$ cat config.mk
export PLATFORM = sky130hd
export DESIGN_NAME = root_port_bank
export DESIGN_NICKNAME = d
export VERILOG_FILES = /design/src/rtl/root_port_pkg.sv /design/src/rtl/root_port_decode.sv /design/src/rtl/root_port_cell.sv /design/src/rtl/root_port_rdmux.sv /design/src/rtl/root_port_bank.sv
export SDC_FILE = /design/constraint.sdc
export NUM_CORES = 1
export LEC_CHECK = 0
export BUFFER_PORTS_ARGS = -buffer_cell sky130_fd_sc_hd__clkbuf_2
export CORE_UTILIZATION = 30
export DETAILED_ROUTE_END_ITERATION = 7
export RECOVER_POWER = 25
export SLEW_MARGIN = 20
export SYNTH_ARGS = -nofsm -noshare
export SYNTH_HDL_FRONTEND = slang
export SYNTH_SLANG_ARGS = --single-unit
$ cat constraint.sdc
create_clock -name clk -period 1.83 [get_ports clk]
set_input_delay 0.183 -clock clk [delete_from_list [all_inputs] [get_ports clk]]
set_output_delay 0.183 -clock clk [all_outputs]
set_load 0.1 [all_outputs]
$ cat src/rtl/root_port_pkg.sv
package root_port_pkg;

   // Width of the meaningful part of a port word
   localparam int unsigned ST_W  = 16;

   // Field positions that driver software decodes
   localparam int unsigned B_CONN = 0;
   localparam int unsigned B_CSC  = 1;
   localparam int unsigned B_EN   = 2;
   localparam int unsigned B_PEC  = 3;
   localparam int unsigned B_RST  = 8;
   localparam int unsigned B_PWR  = 12;

   typedef struct packed {
      logic pwr;
      logic rst;
      logic pec;
      logic en;
      logic csc;
      logic conn;
   } port_state_t;

   function automatic logic [ST_W-1:0] pack_status(port_state_t s);
      logic [ST_W-1:0] w;
      w         = '0;
      w[B_CONN] = s.conn;
      w[B_CSC]  = s.csc;
      w[B_EN]   = s.en;
      w[B_PEC]  = s.pec;
      w[B_RST]  = s.rst;
      w[B_PWR]  = s.pwr;
      return w;
   endfunction

endpackage

$ cat src/rtl/root_port_decode.sv
module root_port_decode #(
   parameter int unsigned NPORTS  = 4,
   parameter int unsigned ADDR_W  = 8,
   parameter int unsigned BASE    = 'h44,
   parameter int unsigned STRIDE  = 4
) (
   input  logic [ADDR_W-1:0] addr,
   output logic [NPORTS-1:0] sel
);

   genvar gi;
   generate
      for (gi = 0; gi < NPORTS; gi++) begin : g_sel
         localparam int unsigned PADDR = BASE + STRIDE * gi;
         assign sel[gi] = (addr == ADDR_W'(PADDR));
      end
   endgenerate

endmodule

$ cat src/rtl/root_port_cell.sv
module root_port_cell
   import root_port_pkg::*;
#(
   parameter bit POWER_SWITCHED = 1'b1
) (
   input  logic              clk,
   input  logic              rst_n,
   input  logic              wr_hit,
   input  logic [ST_W-1:0]   wdata,
   input  logic              line_conn,
   output port_state_t       st
);

   logic pwr_q;
   logic rst_q, conn_q, csc_q, en_q, pec_q;
   logic rst_d, conn_d, csc_d, en_d, pec_d;
   logic reset_done, pec_hw;

   // Power: switchable register or permanently on
   generate
      if (POWER_SWITCHED) begin : g_pwr_sw
         always_ff @(posedge clk or negedge rst_n) begin
            if (!rst_n)      pwr_q <= 1'b0;
            else if (wr_hit) pwr_q <= wdata[B_PWR];
         end
      end else begin : g_pwr_fixed
         assign pwr_q = 1'b1;
      end
   endgenerate

   always_comb begin
      conn_d     = pwr_q & line_conn;
      rst_d      = wr_hit ? wdata[B_RST] : rst_q;
      reset_done = rst_q & ~rst_d;
      en_d       = en_q;
      pec_hw     = 1'b0;
      // software may only disable
      if (wr_hit && !wdata[B_EN]) en_d = 1'b0;
      // reset in progress keeps the port disabled
      if (rst_d) en_d = 1'b0;
      // reset finished with a device present
      if (reset_done && conn_d) begin
         en_d   = 1'b1;
         pec_hw = 1'b1;
      end
      // device gone or power lost
      if (!conn_d) begin
         if (en_q) pec_hw = 1'b1;
         en_d = 1'b0;
      end
      csc_d = (conn_d != conn_q) | (csc_q & ~(wr_hit & wdata[B_CSC]));
      pec_d = pec_hw | (pec_q & ~(wr_hit & wdata[B_PEC]));
   end

   always_ff @(posedge clk or negedge rst_n) begin
      if (!rst_n) begin
         rst_q  <= 1'b0;
         conn_q <= 1'b0;
         csc_q  <= 1'b0;
         en_q   <= 1'b0;
         pec_q  <= 1'b0;
      end else begin
         rst_q  <= rst_d;
         conn_q <= conn_d;
         csc_q  <= csc_d;
         en_q   <= en_d;
         pec_q  <= pec_d;
      end
   end

   assign st = '{pwr: pwr_q, rst: rst_q, pec: pec_q, en: en_q, csc: csc_q, conn: conn_q};

endmodule

$ cat src/rtl/root_port_rdmux.sv
module root_port_rdmux
   import root_port_pkg::*;
#(
   parameter int unsigned NPORTS = 4,
   parameter int unsigned DATA_W = 32
) (
   input  logic                   clk,
   input  logic                   rst_n,
   input  logic                   re,
   input  logic [NPORTS-1:0]      sel,
   input  logic [NPORTS*ST_W-1:0] stat_flat,
   output logic [DATA_W-1:0]      rdata
);

   logic [ST_W-1:0] word;

   always_comb begin
      word = '0;
      for (int i = 0; i < NPORTS; i++) begin
         if (sel[i]) word = word | stat_flat[i*ST_W +: ST_W];
      end
   end

   always_ff @(posedge clk or negedge rst_n) begin
      if (!rst_n)  rdata <= '0;
      else if (re) rdata <= DATA_W'(word);
   end

endmodule

$ cat src/rtl/root_port_bank.sv
module root_port_bank
   import root_port_pkg::*;
#(
   parameter int unsigned NPORTS         = 4,
   parameter int unsigned ADDR_W         = 8,
   parameter int unsigned DATA_W         = 32,
   parameter int unsigned BASE           = 'h44,
   parameter int unsigned STRIDE         = 4,
   parameter bit          POWER_SWITCHED = 1'b1
) (
   input  logic              clk,
   input  logic              rst_n,
   input  logic [ADDR_W-1:0] reg_addr,
   input  logic              reg_we,
   input  logic [DATA_W-1:0] reg_wdata,
   input  logic              reg_re,
   output logic [DATA_W-1:0] reg_rdata,
   input  logic [NPORTS-1:0] line_connect,
   output logic [NPORTS-1:0] port_power_o,
   output logic [NPORTS-1:0] port_reset_o
);

   localparam int unsigned LAST_ADDR = BASE + STRIDE * (NPORTS - 1);

   generate
      if (NPORTS < 1 || NPORTS > 15) begin : g_bad_nports
         $error("root_port_bank: NPORTS must be 1..15");
      end
      if (DATA_W < ST_W) begin : g_bad_dw
         $error("root_port_bank: DATA_W must hold the port word");
      end
      if (STRIDE < 1) begin : g_bad_stride
         $error("root_port_bank: STRIDE must be nonzero");
      end
      if (LAST_ADDR >= (1 << ADDR_W)) begin : g_bad_aw
         $error("root_port_bank: ADDR_W too small for the port range");
      end
   endgenerate

   logic [NPORTS-1:0]      sel;
   logic [NPORTS*ST_W-1:0] stat_flat;
   port_state_t            st [NPORTS];
   logic [NPORTS-1:0]      conn_v, csc_v, en_v, pec_v;

   root_port_decode #(
      .NPORTS (NPORTS),
      .ADDR_W (ADDR_W),
      .BASE   (BASE),
      .STRIDE (STRIDE)
   ) i_decode (
      .addr (reg_addr),
      .sel  (sel)
   );

   genvar gp;
   generate
      for (gp = 0; gp < NPORTS; gp++) begin : g_port
         root_port_cell #(
            .POWER_SWITCHED (POWER_SWITCHED)
         ) i_cell (
            .clk       (clk),
            .rst_n     (rst_n),
            .wr_hit    (reg_we & sel[gp]),
            .wdata     (reg_wdata[ST_W-1:0]),
            .line_conn (line_connect[gp]),
            .st        (st[gp])
         );
         assign stat_flat[gp*ST_W +: ST_W] = pack_status(st[gp]);
         assign port_power_o[gp] = st[gp].pwr;
         assign port_reset_o[gp] = st[gp].rst & st[gp].pwr;
         assign conn_v[gp]       = st[gp].conn;
         assign csc_v[gp]        = st[gp].csc;
         assign en_v[gp]         = st[gp].en;
         assign pec_v[gp]        = st[gp].pec;
      end
   endgenerate

   root_port_rdmux #(
      .NPORTS (NPORTS),
      .DATA_W (DATA_W)
   ) i_rdmux (
      .clk       (clk),
      .rst_n     (rst_n),
      .re        (reg_re),
      .sel       (sel),
      .stat_flat (stat_flat),
      .rdata     (reg_rdata)
   );

endmodule

# == After elaboration in Yosys (flattened, before gate mapping) ==
# Index checks and enable logic that the tools add are counted.
# Widths: inputs -> output; s select.
# word_totals
regBits,40
inputBits,48
out_inout_bits,40
wordCells,137
# op_classes
eq_ne,12
muxes,36
n_bitwise,55
n_reduce_logical,9
# ops
op,n
$mux 16,3
$or 16x13->16,3
$and 1x1->1,32
$eq 8x7->1 const B,4
$mux 1,32
$ne 4x3->1 const B,4
$mux 13,1
$not 1->1,12
$logic_and 1x1->1,8
$or 1x1->1,8
$ne 1x1->1,4
$logic_not 1->1,1

# == Longest topological paths before layout ==
# Gate-level depths: netlist of run 1.
# depth
ltp_word,10
depth_mapped,5
ltp_nobuf,4

# == By module ==
# A second synthesis of run 1 with hierarchy kept.
# hier_totals
cells_unflattened,228
hier_area_um2,2346.0
# modules_own_cells
module,n_inst,cells_per_inst,area_each_um2,seq_area_each_um2
root_port_cell,4,26,292.8,150.1
root_port_rdmux,1,108,1051.0,400.4
root_port_decode,1,7,70.1,0.0
root_port_bank,1,9,53.8,0.0

# == Worst setup path after synthesis of run 1 ==
# Ideal clock, no wire load.
# synth_path
path_type,register to register
startpoint,register g_port[1].i_cell.pwr_q
endpoint,register g_port[1].i_cell.pec_q
setup_ps,71
arrival_time_ps,1578
required_time_ps,1759
setup_slack_ps,181
path_stages_with_launch,5
n_path_buf,0
period_less_slack_ps,1649
cell_sequence,dfrtp_1 -> and2_1 -> and2_1 -> nand4_1 -> nand3_1
# synth_via
elab_chain_cells,6
# synth_rtl
element,line_no,rtl
"start, declared",root_port_cell.sv:14,logic pwr_q;
"start signal, assigned",root_port_cell.sv:24,else if (wr_hit) pwr_q <= wdata[B_PWR];
$and 1x1->1 *,root_port_cell.sv:32,conn_d = pwr_q & line_conn;
$logic_and 1x1->1,root_port_cell.sv:42,if (reset_done && conn_d) begin
$mux 1,root_port_cell.sv:42,
$mux 1,root_port_cell.sv:48,if (en_q) pec_hw = 1'b1;
$mux 1 *,root_port_cell.sv:47,if (!conn_d) begin
$or 1x1->1 *,root_port_cell.sv:52,pec_d = pec_hw | (pec_q & ~(wr_hit & wdata[B_PEC]));
net g_port[1].i_cell.pec_d,root_port_cell.sv:16,"logic rst_d, conn_d, csc_d, en_d, pec_d;"
"end signal, assigned",root_port_cell.sv:67,pec_q <= pec_d;
"end, declared",root_port_cell.sv:15,"logic rst_q, conn_q, csc_q, en_q, pec_q;"
# The timed path passes the listed nets; every way through them passes the cells marked *.
# A chain may end at the register's enable or synchronous reset.

# == Worst setup path after layout of run 1 ==
# layout_path
startpoint,register g_port[1].i_cell.pwr_q
endpoint,output port_reset_o[1]
# layout_via
elab_chain_cells,1
# layout_rtl
element,line_no,rtl
$and 1x1->1,root_port_bank.sv:70,assign port_reset_o[gp] = st[gp].rst & st[gp].pwr;
"end, declared",root_port_bank.sv:20,output logic [NPORTS-1:0] port_reset_o
# No other way between the ends.

==> metrics.yaml, run 1 <==
synthCells: 176
timing.fmax_mhz: 641
drv_cap: 0
synth_commonest_cells: "buf_4 (30), dfrtp_1 (30), nand2_1 (19)"
ant_nets: 0
core-area_sq_um: 5570
finalCriticalPeriod_ns: 1.56
place_congestion: 0.776
grt.total_usage_pct: 13.3
synth_area_leaders: "dfrtp_1 (43%), buf_4 (13%), mux2_2 (5.1%), nand2_1 (4.1%), mux2i_1 (3.4%)"
numCtsBuffers: 5
powerDensity_nw_per_um2: 870
gr-total-overflow: 0
start_kind: "register"
yosysUniqueCellTypes: 34
synth-adder-area-share_pct: 0
cts.sinks: 30
netlist.area_leader.share_pct: 42.9
grt_pass1_wl_um: 6220
arrival_ns: 1.38
die-width_um: 78.4
synth-compound-area-share_pct: 10.9
yosys.area_share.simple_pct: 19.1
grt_max_degree: 31
vias: 1314
cts_buffer_depth: 2
routedWlPerCell_um: 12.9
chipHeight_um: 78.4
crit_path_start: "g_port[1].i_cell.pwr_q"
synth_xor_area_share_pct: 2.00
drc_errors: 0
worst_r2r_endpoint: "g_port[0].i_cell.pec_q"
synth_mux_area_share_pct: 8.57
first_pass_iters: 4
setup_tns_ns: 0
relSlewSlack_pct: 49.2
fin_worst_skew_ns: 0.00197
slew_viol_final: 0
row_count: 27
die_area_sq_um: 6150
async_flop_share_pct: 100
area_growth_pct: 14.1
via_per_inst: 4.58
min_from: "line_connect[1]"
holdPathStages: 3
clk_latency_ns: 0.28
dp_hpwl_um: 2890
tritoncts: "done"
crit_path_max_fanout: 5
antenna_found_initial: 0
r2r_start: "g_port[0].i_cell.pwr_q"
vdd_drop_max_v: 0.000409
rsz0062_at_grt: "no"
avgSynthCellArea_sq_um: 9.95
io_buffers: 34
yosys_most_used_dff: "dfrtp_1"
crit_required_ns: 1.65
whs_endpoint: "g_port[1].i_cell.en_q"
hold_viol: 0
antennaDiodeCount: 0
htree_num_levels: 2
path_class: "register to primary output"
reg2regPathDepth: 4
total_power_mw: 1.74
post_cts_buffers: 0
synth_top_family_by_area: "simple AND/OR/NAND/NOR gates"
worst_pin_slew_ns: 0.761
leakagePower_nw: 1.00
clk_pin_slew_ns: 0.07
synth_top_area_cell: "dfrtp_1"
ys_warn_count: 0
grt_pass1_vias: 1285
drt_iter0_drc: 39
period_share_pct: 85.2
ys_seq_elements: 30
ys_seq_area_share_pct: 42.9
r2r_slack_ns: 0.61
num_io_pins: 88
nets: 262
drive_gt1_share_pct: 27.0
outcome: "finished, final reports clean"
timing.hold.ws_ns: 0.176
finalSetupViolations: 0
netlist_area_sq_um: 1750
cp-end-kind: "primary output"
synth_edf_count: 0
hold_path_class: "input pin to register"
root_buffer: "clkbuf_8"
finalWirelength_um: 3710
start_util_pct: 31.4
per-stage QoR:
step / utilization (%) / setup WS, ns / instances / instance area (sq um)
global placement: 34.1 / 0.0895 / 278 / 1900
detailed placement: 34.1 / 0.0930 / 278 / 1900
floorplan: - / 0.181 / 201 / 1850
finish: 35.8 / 0.271 / 287 / 2000
global route: 35.8 / 0.201 / 287 / 2000
CTS: 35.9 / 0.293 / 287 / 2000
metal layers:
metal	GRT usage, %	up-vias	part of all wire [%]
li1	-	638	-
met1	17.5	630	49
met2	21.6	42	46
met3	2.56	4	4.3
met4	5.00	0	0.97
met5	0	-	0
state kept, by name (all words and copies together), names as in the netlist:
register and count:
g_port.i_cell.pwr_q 4, i_rdmux.rdata 6, g_port.i_cell.rst_q 4, g_port.i_cell.conn_q 4, g_port.i_cell.pec_q 4, g_port.i_cell.en_q 4, g_port.i_cell.csc_q 4
what timing repair did:
item / CTS / global route
resized for setup: 0 / 0
hold buffers: 1 / 0
endpoints found under the hold margin: 30 / 0
critical path, stage by stage, from the launching register on:
cell and delay, ns:
dfrtp_1 0.42, and2_0 0.20, clkbuf_2 0.47
power breakdown:
part	internal, mW	leakage (nW)	switching (mW)
clock	0.303	0.0482	0.261
combinational	0.0736	0.554	0.355
sequential	0.712	0.399	0.0332
total	1.09	1.00	0.649
worst max path at each step:
stage	to	slack, ns	cells after the start
after floorplan	g_port[1].i_cell.pec_q	0.18	4
after global placement	g_port[2].i_cell.pec_q	0.09	5
after detailed placement	g_port[2].i_cell.pec_q	0.09	5
after CTS	port_reset_o[1]	0.29	2
after global routing	port_reset_o[1]	0.20	2
final	port_reset_o[1]	0.27	2
logic make-up (layout without fill, tap and decap cells):
kind of cell           count (synthesis)  count (layout)
multiplexers                          14              14
other                                  1              26
AND/OR/NAND/NOR                       55              55
flip-flops                            30              30
AO/OA/AOI/OAI                         26              26
XOR/XNOR                               4               4
buffers and inverters                 46              60
area by class of cell:
| class | instances | area (sq um) |
|---|---|---|
| Fill cell | 585 | 3580 |
| Multi-Input combinational cell | 125 | 808 |
| Sequential cell | 30 | 751 |
| Timing Repair Buffer | 39 | 209 |
| Tap cell | 72 | 90.1 |
| Clock buffer | 7 | 86.3 |
| Inverter | 13 | 48.8 |
| Clock inverter | 1 | 5.00 |
cells in the final DEF, fill, tap and decap left out, drive strengths merged, types with 6 or more instances in the layout:
cell type   n
conb       26
o22ai       6
nand3       7
mux2i       6
o21ai       6
a221oi      6
inv        13
nor2        7
nand2      19
dfrtp      30
clkbuf     41
mux2        8
Power figures use the tool's default switching activity.
==> run 2: changes to the inputs <==
Settings changed: CTS_BUF_LIST set to sky130_fd_sc_hd__clkbuf_16.
==> metrics.yaml, run 2 (same netlist as run 1, synthesis figures left out) <==
outcome: "complete, but fails checks"
violations: "max-capacitance violations, max-slew violations"
post_cts_buffers: 0  # unchanged
fin_worst_skew_ns: 0.00173  # -0.000236 ns
cts_buffer_depth: 2  # unchanged
drive_gt1_share_pct: 26.6  # -0.34 points
layout_common_cells: "clkbuf_2 (33), dfrtp_1 (30), conb_1 (26)"
cp_top_family: "buffers and inverters"
regArea_sq_um: 751  # unchanged
cp_num_buf_inv: 1  # unchanged
grt.total_usage_pct: 13.7  # +0.38 points
chipHeight_um: 78.4  # unchanged
mostFrequentLayoutCell: "clkbuf_2"
ant_nets: 0  # unchanged
seqPwrFrac_pct: 38.3  # -4.6 points
slew_viol_final: 31  # +31
period_share_pct: 82.9  # -2.3 points
holdPathStages: 3  # unchanged
timing.hold.ws_ns: 0.184  # +0.00842 ns
leakagePower_nw: 1.02  # +2.1%
core-area_sq_um: 5570  # unchanged
grt_max_degree: 31  # unchanged
clk_pin_slew_ns: 0.05  # -0.02 ns
num_io_pins: 88  # unchanged
timing.fmax_mhz: 659  # +2.8%
dp_hpwl_um: 2890  # unchanged
io_buffers: 34  # unchanged
die-width_um: 78.4  # unchanged
numCtsBuffers: 5  # unchanged
crit_path_start: "g_port[1].i_cell.pwr_q"
p_clk_share_pct: 39.8  # +7.4 points
crit_path_max_fanout: 5  # unchanged
powerDensity_nw_per_um2: 958  # +10%
regMostFlops: "i_rdmux.rdata"
first_pass_iters: 4  # unchanged
rsz0062_at_grt: "no"
clk_latency_ns: 0.28  # about the same
drv_cap: 1  # +1
path_class: "register to primary output"
cts_resized: 0  # unchanged
crit_slowest_cell: "clkbuf_2"
hold_path_class: "input pin to register"
antennaDiodeCount: 0  # unchanged
arrival_ns: 1.33  # -0.05 ns
area_growth_pct: 16.1
r2r_slack_ns: 0.61  # about the same
setup_tns_ns: 0  # unchanged
num-fill-cells: 574  # -1.9%
die_area_sq_um: 6150  # unchanged
vias: 1325  # +0.84%
finalSetupViolations: 0  # unchanged
vdd_drop_max_v: 0.000445  # +8.8%
multi_input_area_sq_um: 808  # unchanged
row_count: 27  # unchanged
antenna_found_initial: 0  # unchanged
crit_cells: 2  # unchanged
place_congestion: 0.776  # unchanged
p_int_mw: 1.28  # +17%
hold_viol: 0  # unchanged
critPathMaxStageDelay_ns: 0.46  # about the same
htree_num_levels: 2  # unchanged
drt_iter0_drc: 37  # -5.1%
routedWlPerCell_um: 13.1  # +1.4%
grt_pass1_vias: 1284  # -0.078%
crit_required_ns: 1.65  # about the same
reg2regPathDepth: 4  # unchanged
cp-end-kind: "primary output"
finalWirelength_um: 3740  # +1.0%
finalCriticalPeriod_ns: 1.52  # -0.0418 ns
start_kind: "register"
combinationalPowerShare_pct: 21.9  # -2.8 points
largest_reg_flops: 6  # unchanged
cts.sinks: 30  # unchanged
p_sw_uw: 673  # +3.7%
root_buffer: "clkbuf_16"
gr-total-overflow: 0  # unchanged
worst_pin_slew_ns: 1.60  # +0.843 ns
holdBufCountCts: 0  # -1
swShare_pct: 34.5  # -2.8 points
crit_chain: "and2_1 -> clkbuf_2"
cp-endpoint: "port_reset_o[1]"
drc_errors: 0  # unchanged
tritoncts: "done"
r2r_start: "g_port[0].i_cell.pwr_q"
start_util_pct: 31.4  # unchanged
relSlewSlack_pct: -6.92  # -56 points
nets: 261  # -0.38%
via_per_inst: 4.63  # +1.2%
grt_pass1_wl_um: 6330  # +1.7%
worst_r2r_endpoint: "g_port[0].i_cell.pec_q"
[run 2: cell count changes in the layout (fill, tap and decap cells not counted)]
cell	previous run	this run
clkbuf_8	6	0
clkbuf_1	2	1
dlygate4sd3_1	1	0
inv_1	13	14
clkinv_1	0	1
and2_0	1	0
clkbuf_16	0	5
and2_1	4	5
[run 2: worst min-delay path by stage]
stage,from,end,slack [ns]
4_1_cts,rst_n,g_port[1].i_cell.csc_q,0.005
3_3_place_gp,rst_n,g_port[0].i_cell.conn_q,0.29
6_report,line_connect[1],g_port[1].i_cell.en_q,0.18
5_1_grt,line_connect[1],g_port[1].i_cell.en_q,0.20
3_5_place_dp,rst_n,g_port[0].i_cell.pec_q,0.30
2_1_floorplan,rst_n,g_port[0].i_cell.conn_q,-0.11
[run 2: cell type report]
| cell class | instances | area share, % |
|---|---|---|
| repair buffers | 38 | 9.78 |
| clock buffers | 5 | 6.15 |
| well taps | 72 | 4.43 |
| clock inverters | 3 | 0.615 |
| inverters | 13 | 2.40 |
| flip-flops and latches | 30 | 36.9 |
| multi-input cells | 125 | 39.7 |
[run 2: stage by stage]
step           utilization (%)  cells  setup slack (ns)  cell area (sq um)  total power, mW
3_5_place_dp              34.1    278            0.0930               1900             1.19
3_3_place_gp              34.1    278            0.0895               1900             1.18
4_1_cts                   36.5    286             0.310               2040             1.97
5_1_grt                   36.5    286             0.179               2030             2.03
6_report                  36.5    286             0.313               2030             1.95
2_1_floorplan                -    201             0.181               1850             1.15
[run 2: tightest hold or removal path: cells and delay by family]
| family | cells | cell delay, ns |
|---|---|---|
| buffers and inverters | 1 | 0.10 |
| and+or+nand+nor | 2 | 0.14 |
[run 2: routing by layer]
metal | vias to the layer above | wire (um) | global-route usage, %
met5 | - | 0 | 0
met4 | 0 | 49 | 4.44
met3 | 6 | 198 | 4.07
met2 | 48 | 1750 | 22.1
met1 | 637 | 1750 | 17.5
li1 | 634 | - | -
[run 2: power by group through the flow]
stage | Combinational, mW | Sequential (mW) | Clock (mW)
finish | 0.427 | 0.747 | 0.776
global route | 0.451 | 0.751 | 0.831
CTS | 0.430 | 0.746 | 0.790
detailed placement | 0.430 | 0.757 | 0
global placement | 0.428 | 0.756 | 0
floorplan | 0.404 | 0.750 | 0
